File: src/rtl/ttc_pkg.sv
package ttc_pkg;

  // State of the one-shot interrupt path
  typedef struct packed {
    logic flag;
    logic irq;
  } ttc_stat_t;

  function automatic int unsigned ttc_max_sel(input int unsigned sub_w);
    return (sub_w > 0) ? sub_w - 1 : 0;
  endfunction

endpackage

File: src/rtl/ttc_target_regs.sv
module ttc_target_regs #(
  parameter int unsigned SEC_W = 32,
  parameter int unsigned SUB_W = 32
) (
  input  logic             clk_i,
  input  logic             rst_ni,
  input  logic             sec_we_i,
  input  logic [SEC_W-1:0] sec_wdata_i,
  input  logic             sub_we_i,
  input  logic [SUB_W-1:0] sub_wdata_i,
  input  logic             arm_we_i,
  input  logic             arm_wdata_i,
  input  logic             arm_clr_i,
  output logic [SEC_W-1:0] tgt_sec_o,
  output logic [SUB_W-1:0] tgt_sub_o,
  output logic             arm_o
);

  logic [SEC_W-1:0] sec_q;
  logic [SUB_W-1:0] sub_q;
  logic             arm_q;

  always_ff @(posedge clk_i or negedge rst_ni) begin
    if (!rst_ni) begin
      sec_q <= '1;
      sub_q <= '1;
    end else begin
      if (sec_we_i) sec_q <= sec_wdata_i;
      if (sub_we_i) sub_q <= sub_wdata_i;
    end
  end

  // software write wins over the one-shot clear
  always_ff @(posedge clk_i or negedge rst_ni) begin
    if (!rst_ni)        arm_q <= 1'b0;
    else if (arm_we_i)  arm_q <= arm_wdata_i;
    else if (arm_clr_i) arm_q <= 1'b0;
  end

  assign tgt_sec_o = sec_q;
  assign tgt_sub_o = sub_q;
  assign arm_o     = arm_q;

  p_sec_hold_r1: assert property (@(posedge clk_i) disable iff (!rst_ni)
    !sec_we_i |=> $stable(sec_q));
  p_sub_hold_r1: assert property (@(posedge clk_i) disable iff (!rst_ni)
    !sub_we_i |=> $stable(sub_q));
  p_arm_oneshot_r6: assert property (@(posedge clk_i) disable iff (!rst_ni)
    (arm_clr_i && !arm_we_i) |=> !arm_q);

endmodule

File: src/rtl/ttc_time_cmp.sv
module ttc_time_cmp
  import ttc_pkg::*;
#(
  parameter int unsigned SEC_W = 32,
  parameter int unsigned SUB_W = 32
) (
  input  logic             clk_i,
  input  logic             rst_ni,
  input  logic [SEC_W-1:0] sec_i,
  input  logic [SUB_W-1:0] sub_i,
  input  logic [SEC_W-1:0] tgt_sec_i,
  input  logic [SUB_W-1:0] tgt_sub_i,
  input  logic             arm_i,
  input  logic             rd_i,
  output logic             arm_clr_o,
  output logic             flag_o,
  output logic             irq_o
);

  localparam int unsigned TW = SEC_W + SUB_W;

  logic [TW-1:0] live_w, tgt_w;
  logic          match, match_q, event_w;
  ttc_stat_t     stat_q, stat_d;

  assign live_w  = {sec_i, sub_i};
  assign tgt_w   = {tgt_sec_i, tgt_sub_i};
  assign match   = (live_w >= tgt_w);
  assign event_w = match && !match_q;

  always_comb begin
    stat_d = stat_q;
    if (rd_i) stat_d = '0;
    if (event_w) begin
      stat_d.flag = 1'b1;
      if (arm_i) stat_d.irq = 1'b1;
    end
  end

  always_ff @(posedge clk_i or negedge rst_ni) begin
    if (!rst_ni) begin
      match_q <= 1'b0;
      stat_q  <= '0;
    end else begin
      match_q <= match;
      stat_q  <= stat_d;
    end
  end

  assign arm_clr_o = event_w && arm_i;
  assign flag_o    = stat_q.flag;
  assign irq_o     = stat_q.irq;

  p_flag_set_r3: assert property (@(posedge clk_i) disable iff (!rst_ni)
    event_w |=> stat_q.flag);
  p_read_clear_r4: assert property (@(posedge clk_i) disable iff (!rst_ni)
    (rd_i && !event_w) |=> (!stat_q.flag && !stat_q.irq));
  p_read_collide_r5: assert property (@(posedge clk_i) disable iff (!rst_ni)
    (rd_i && event_w) |=> stat_q.flag);
  p_irq_has_flag_r6: assert property (@(posedge clk_i) disable iff (!rst_ni)
    stat_q.irq |-> stat_q.flag);
  p_irq_unarmed_r6: assert property (@(posedge clk_i) disable iff (!rst_ni)
    (!arm_i && !stat_q.irq) |=> !stat_q.irq);

endmodule

File: src/rtl/ttc_pulse_gen.sv
module ttc_pulse_gen
  import ttc_pkg::*;
#(
  parameter int unsigned SUB_W = 32,
  parameter int unsigned SEL_W = 8
) (
  input  logic             clk_i,
  input  logic             rst_ni,
  input  logic [SUB_W-1:0] sub_i,
  input  logic [SEL_W-1:0] sel_i,
  output logic             pulse_o
);

  localparam int unsigned MAX_SEL = ttc_max_sel(SUB_W);
  localparam int unsigned IDX_W   = (SUB_W > 1) ? $clog2(SUB_W) : 1;

  logic [IDX_W-1:0] tap;
  logic             pulse_q, started_q;

  // faster rate -> lower subseconds bit
  always_comb begin
    if (32'(sel_i) > MAX_SEL) tap = '0;
    else                      tap = IDX_W'(MAX_SEL - 32'(sel_i));
  end

  always_ff @(posedge clk_i or negedge rst_ni) begin
    if (!rst_ni) begin
      pulse_q   <= 1'b0;
      started_q <= 1'b0;
    end else begin
      pulse_q   <= ~sub_i[tap];
      started_q <= 1'b1;
    end
  end

  assign pulse_o = pulse_q;

  p_pulse_hold_r8: assert property (@(posedge clk_i) disable iff (!rst_ni)
    (started_q && $stable(sub_i) && $stable(sel_i)) |=> $stable(pulse_q));

endmodule

File: src/rtl/ttc_event_pulse.sv
module ttc_event_pulse #(
  parameter int unsigned SEC_W = 32,
  parameter int unsigned SUB_W = 32,
  parameter int unsigned SEL_W = 8
) (
  input  logic             clk_i,
  input  logic             rst_ni,
  input  logic [SEC_W-1:0] sec_i,
  input  logic [SUB_W-1:0] sub_i,
  input  logic             tgt_sec_we_i,
  input  logic [SEC_W-1:0] tgt_sec_i,
  input  logic             tgt_sub_we_i,
  input  logic [SUB_W-1:0] tgt_sub_i,
  input  logic             arm_we_i,
  input  logic             arm_i,
  input  logic             stat_rd_i,
  input  logic [SEL_W-1:0] rate_sel_i,
  output logic             flag_o,
  output logic             irq_o,
  output logic             pulse_o
);

  logic [SEC_W-1:0] tgt_sec;
  logic [SUB_W-1:0] tgt_sub;
  logic             arm, arm_clr;

  ttc_target_regs #(.SEC_W(SEC_W), .SUB_W(SUB_W)) i_regs (
    .clk_i       (clk_i),
    .rst_ni      (rst_ni),
    .sec_we_i    (tgt_sec_we_i),
    .sec_wdata_i (tgt_sec_i),
    .sub_we_i    (tgt_sub_we_i),
    .sub_wdata_i (tgt_sub_i),
    .arm_we_i    (arm_we_i),
    .arm_wdata_i (arm_i),
    .arm_clr_i   (arm_clr),
    .tgt_sec_o   (tgt_sec),
    .tgt_sub_o   (tgt_sub),
    .arm_o       (arm)
  );

  ttc_time_cmp #(.SEC_W(SEC_W), .SUB_W(SUB_W)) i_cmp (
    .clk_i     (clk_i),
    .rst_ni    (rst_ni),
    .sec_i     (sec_i),
    .sub_i     (sub_i),
    .tgt_sec_i (tgt_sec),
    .tgt_sub_i (tgt_sub),
    .arm_i     (arm),
    .rd_i      (stat_rd_i),
    .arm_clr_o (arm_clr),
    .flag_o    (flag_o),
    .irq_o     (irq_o)
  );

  ttc_pulse_gen #(.SUB_W(SUB_W), .SEL_W(SEL_W)) i_pulse (
    .clk_i   (clk_i),
    .rst_ni  (rst_ni),
    .sub_i   (sub_i),
    .sel_i   (rate_sel_i),
    .pulse_o (pulse_o)
  );

  p_reset_quiet_r10: assert property (@(posedge clk_i)
    !rst_ni |-> (!flag_o && !irq_o && !pulse_o));

endmodule

File: config.mk
export PLATFORM = sky130hd
export DESIGN_NAME = ttc_event_pulse
export DESIGN_NICKNAME = d
export VERILOG_FILES = /design/src/rtl/ttc_pkg.sv /design/src/rtl/ttc_target_regs.sv /design/src/rtl/ttc_time_cmp.sv /design/src/rtl/ttc_pulse_gen.sv /design/src/rtl/ttc_event_pulse.sv
export SDC_FILE = /design/constraint.sdc
export NUM_CORES = 1
export LEC_CHECK = 0
export BUFFER_PORTS_ARGS = -buffer_cell sky130_fd_sc_hd__buf_2
export CORE_ASPECT_RATIO = 1.5
export CORE_MARGIN = 8
export CORE_UTILIZATION = 46
export DETAILED_ROUTE_END_ITERATION = 6
export PLACE_DENSITY_LB_ADDON = 0.12
export SYNTH_ARGS = -nofsm -noshare
export SYNTH_HDL_FRONTEND = slang
export SYNTH_SLANG_ARGS = --single-unit
File: constraint.sdc
create_clock -name clk_i -period 2 [get_ports clk_i]
set_clock_uncertainty 0.05 [all_clocks]
set_input_delay 0.4 -clock clk_i [delete_from_list [all_inputs] [get_ports clk_i]]
set_output_delay 0.4 -clock clk_i [all_outputs]
set_load 0.01 [all_outputs]
# [Word level (Yosys, flattened, before mapping)]
# Index checks and enable logic that the tools add are counted.
[totals] register_bits=69 elab_cells=25 in_bits=143 output_inout_bits=3
[op_classes] order_cmp=3 bitwise=1 add_sub_neg=1 n_mux=8 reduce_logical=5
[ops] cell=">= comparator 64 bit" n=1
[ops] cell="greater-than comparator 8 x 5 -> 1 bit, second input constant" n=1
[ops] cell="less-than comparator 5 x 6 -> 1 bit, second input constant" n=1
[ops] cell="binary-select mux 1 bit (select 5 bit)" n=1
[ops] cell="2-to-1 mux 5 bit" n=1
[ops] cell="subtractor 5 bit, first input constant" n=1
[ops] cell="2-to-1 mux 1 bit" n=4
[ops] cell="2-to-1 mux 2 bit" n=2
[ops] cell="nonzero test 2 bit" n=2
[ops] cell="logical AND 1 bit" n=2
[ops] cell="zero test 1 bit" n=1
[ops] cell="inverter 1 bit" n=1

# [Longest topological paths before layout]
[depth] ltp_word=5 depth_mapped=9 ltp_nobuf=9

# [Modules after synthesis]
# From an unflattened synthesis, not the netlist that was laid out.
[unflattened] cells_unflattened=422 area_unflattened_um2=4904.7
[modules_own_cells] mod="ttc_target_regs" seq_area_each_um2=1706.6 n_inst=1 area_each_um2=2807.7 cells_per_inst=139
[modules_own_cells] mod="ttc_time_cmp" seq_area_each_um2=75.1 n_inst=1 area_each_um2=1712.9 cells_per_inst=235
[modules_own_cells] mod="ttc_pulse_gen" seq_area_each_um2=25.0 n_inst=1 area_each_um2=384.1 cells_per_inst=48

# [Worst setup path after synthesis]
# No wires, ideal clock.
[synth_timing] path_kind="input to register" startpoint="input port rate_sel_i[6]" endpoint="register i_pulse.pulse_q, in the netlist i_pulse.pulse_o" required_time_ns=1.884 stages=7 arrival_ns=2.096 path_buffers=1 path_slack_ns=-0.212 setup_ns=0.066 cell_sequence="or3_4 > buf_6 > nor2_8 > mux4_2 > mux2_2 > o31ai_1 > a221o_1"
[synth_via] elab_chain_cells=5
[synth_rtl] item="start: declaration" line_no="ttc_event_pulse.sv:17" text="input logic [SEL_W-1:0] rate_sel_i,"
[synth_rtl] item="greater-than comparator 8 x 5 -> 1 bit" line_no="ttc_pulse_gen.sv:22" text="if (32'(sel_i) > MAX_SEL) tap = '0;"
[synth_rtl] item="2-to-1 mux 5 bit" line_no="ttc_pulse_gen.sv:22"
[synth_rtl] item="binary-select mux 1 bit (select 5 bit)" line_no="ttc_pulse_gen.sv:31" text="pulse_q <= ~sub_i[tap];"
[synth_rtl] item="2-to-1 mux 1 bit (not written as such)" line_no="ttc_pulse_gen.sv:31"
[synth_rtl] item="inverter 1 bit" line_no="ttc_pulse_gen.sv:31"
[synth_rtl] item="end signal: assignment" line_no="ttc_pulse_gen.sv:31"
[synth_rtl] item="end: declaration" line_no="ttc_pulse_gen.sv:18" text="logic pulse_q, started_q;"
# Every way passes these cells. The select of a mux whose other input is x is not followed.
# A chain may end at the register's enable or synchronous reset.

==> results.md <==
- Switch Pwr: 0.001202 W
- CP Capture Type: register
- Post-Syn Area: 4383 sq um
- Syn Inst Count: 479
- First-iteration detailed-routing DRC count: 172
- Congestion Overflow GR: 0
- Sw frac: 28.54%
- Std cell rows: 43
- Startpoint types: register
- Largest net degree at the start of global routing: 41
- CTS hold repair buffers: 0
- Clock Path Buffers: 2
- Slew Viols, Final: 0
- Nets: 881
- Minimum clock period: 2326 ps
- Number of buffers created by CTS: 9
- Drt first pass iters: 5
- Slowest stage delay, CP: 520 ps
- Max-slew headroom: 68.94%
- Routed vias: 4136
- CTS tree: yes
- Antenna diodes: 0
- Worst R2R Start: i_regs.tgt_sub_o[13]$_DFFE_PN1P_
- Mapped Nets: 686
- Post-DP Area: 5625 sq um
- Most common cell after layout, fill and taps aside: buf_2
- Routed Antenna Nets: 0
- Measured slew at the worst slew-check pin: 465.9 ps
- Non-filler cells, final: 790
- Detail Placement HPWL: 9.974 mm
- Cell breakdown of the critical path: inv_2 > ha_4 > and4_4 > o211ai_1 > or4_1 > nand3_2 > a41oi_2 > a31oi_2 > a22o_1
- Placer Congestion: 0.8171
- Fillers: 735
- WHS Endpoint: i_regs.tgt_sub_o[4]$_DFFE_PN1P_
- End of the worst register-to-register path: i_cmp.irq_o$_DFF_PN0_
- Crit path required time: 2220 ps
- Cell variety after synth: 42
- Register area share after synthesis: 41.22%
- Die height: 135.6 microns
- Share of cells above drive strength 1: 51.47%
- Initial antenna violation count: 0
- Met2 Track Usage GR: 35.42%
- Starting Density: 47.36%
- Clock power frac: 34.5%
- Drc violations: 0
- Post-synthesis to final-layout area growth: 44.76%
- Sequential share of power: 39.5%
- Placed insts: 767
- IO Port Bufs: 145
- Yosys top cell area share: 38.37%
- First-pass GRT wire length: 19.92 mm
- PwrDens: 663.7 nW/um^2
- Synth area leaders: dfstp_2 38%, ha_1 18%, o21ai_0 8.0%
- Tot Pwr: 0.004211 W
- H-tree levels: 3
- Final instance area: 6345 sq um
- Area occupied by multi-input gates: 2684 sq um
- Critical path class: reg2reg
- Total Die Area: 12970 sq um
- Hold Fails Final Rpt: 0
- Peak VDD IR: 0.5130 mV
- Final WS setup: -325.7 ps
- Vias in the first global route: 4503
- Syn Area/Cell: 9.150 sq um
- Run status: finished with violations
- Clock Latency Late Sink: 330 ps
- Clk slew on worst S/H paths: 60 ps
- Worst Path Max Fanout: 3
- Most frequent cells in the layout: 144 x buf_2, 84 x nand2_1, 69 x o21ai_0, 64 x dfstp_2, 48 x buf_4
- Final WL: 13.14 mm
- Combinational Power Share: 26.0%
- Worst hold path class: in2reg
- M1 GR Usage: 20.21%
- RSZ-0062 raised after global routing: true
- Final period utilization: 116.3%
- Peak Freq: 430.0 MHz
- Worst reg-to-reg path cell count: 9
- Core area: 9254 sq um
- FF-to-FF setup slack: -330 ps
- Cell internal pwr: 0.003010 W
- Violated checks: negative setup slack
- CP max-delay cell: dfstp_2
- Clock sinks: 69
- IO Pins: 146
- Met3 usage in global routing: 6.104%
- Vias per std cell: 5.235
- Leakage: 3.022 nW
- Clock root buffer: clkbuf_16
- Yosys top cell by area: dfstp_2
- YS warnings: 0
- GRT Total Usage: 19.86%
- Routed WL per cell: 16.63 microns
- Grt peak-use layer: met2
- Pre-CTS WS: -498.8 ps
- Setup violators final: 5
- Flip-flop and latch count after synthesis: 69
- Sequential Area: 1807 sq um
- Cell depth of the worst hold path: 3
- Worst Path Arrival: 2550 ps
- Die width: 95.70 microns
- Max-capacitance violation count: 0
- Hold Path Origin: tgt_sub_i[4]
[per-stage QoR]
stage | setup TNS, ps | hold WS (ps) | util (%)
after floorplan | -610.6 | 54.41 | -
after CTS | -1051 | 214.6 | 66.98
after global routing | -1391 | 217.4 | 68.56
after detailed placement | -1901 | 434.4 | 60.79
after global placement | -1477 | 429.4 | 60.79
final | -1061 | 223.4 | 68.56
[worst max-delay path by stage]
stage / cells past startpoint / start / to
floorplan: 7 / rate_sel_i[6] / i_pulse.pulse_o$_DFF_PN0_
global placement: 9 / i_regs.tgt_sec_o[27]$_DFFE_PN1P_ / i_regs.arm_o$_DFFE_PN0P_
detailed placement: 9 / i_regs.tgt_sec_o[27]$_DFFE_PN1P_ / i_regs.arm_o$_DFFE_PN0P_
CTS: 9 / i_regs.tgt_sub_o[9]$_DFFE_PN1P_ / i_regs.arm_o$_DFFE_PN0P_
global route: 9 / i_regs.tgt_sec_o[17]$_DFFE_PN1P_ / i_cmp.irq_o$_DFF_PN0_
finish: 9 / i_regs.tgt_sub_o[13]$_DFFE_PN1P_ / i_cmp.irq_o$_DFF_PN0_
[layout make-up]
| class | count | area share [%] |
|---|---|---|
| clock buffers | 11 | 3.826 |
| clock inverters | 4 | 0.3944 |
| inverters | 66 | 3.905 |
| repair buffers | 199 | 18.89 |
| well taps | 112 | 2.209 |
| multi-input cells | 329 | 42.30 |
| flip-flops and latches | 69 | 28.48 |
[Yosys cell counts]
master	instances
nand4_1	8
a31oi_1	1
mux2i_1	4
o21a_1	1
nor3_1	2
a211oi_1	5
a21o_1	3
o22ai_1	1
or3_4	1
inv_1	65
clkbuf_1	14
a2111oi_0	1
a221o_1	1
ha_1	64
a22o_1	2
nor2_8	2
o21ai_0	70
and4_1	3
nand3_1	6
nor4_1	2
buf_6	1
mux4_2	4
o31a_1	1
nor2b_1	1
o32ai_1	1
mux2_2	2
dfstp_2	64
o21ai_1	5
a22oi_1	2
a221oi_1	3
nand2b_1	4
or4_1	1
a41oi_1	1
dfrtp_1	5
o221ai_1	1
a21oi_1	28
o211ai_1	1
nor2_1	9
o2111ai_1	1
o31ai_1	2
nand2_1	85
inv_2	1
[repair_timing]
action	CTS	global route
gates resized for setup	44	20
buffers inserted	3	6
pin swaps	18	16
setup endpoints to repair	4	5
[registers in the layout (all words and copies together), names as in the netlist]
name	count
i_cmp.flag_o	1
i_regs.tgt_sec_o	32
i_regs.tgt_sub_o	32
i_regs.arm_o	1
i_pulse.pulse_o	1
i_cmp.irq_o	1
i_cmp.match_q	1
[routing by layer]
layer | vias up | share of wire, %
met5 | - | 0
met2 | 140 | 53
met4 | 0 | 3.2
met3 | 27 | 7.1
met1 | 1919 | 37
li1 | 2050 | -
[power groups by stage]
stage / combinational (W) / clock [W] / sequential, W
5_1_grt: 0.00123 / 0.00156 / 0.00168
3_3_place_gp: 0.000899 / 0 / 0.00167
4_1_cts: 0.00104 / 0.00149 / 0.00166
3_5_place_dp: 0.000931 / 0 / 0.00168
2_1_floorplan: 0.000484 / 0 / 0.00167
6_report: 0.00110 / 0.00145 / 0.00166
[critical path: cells and delay by family (launching register included)]
kind,cells,cell delay (ps)
compound gates,4,620
flops,1,520
fa+ha+maj,1,250
buf+inv,1,40
simple gates,3,780
[cells by family after synthesis]
logic type,after synthesis,share of synthesized area [%]
compound gates,131,16.87
flops,69,41.22
mux,10,3.483
fa+ha+maj,64,18.27
simple gates,124,13.05
buf+inv,81,7.108
(Power assumes the default switching activity.)
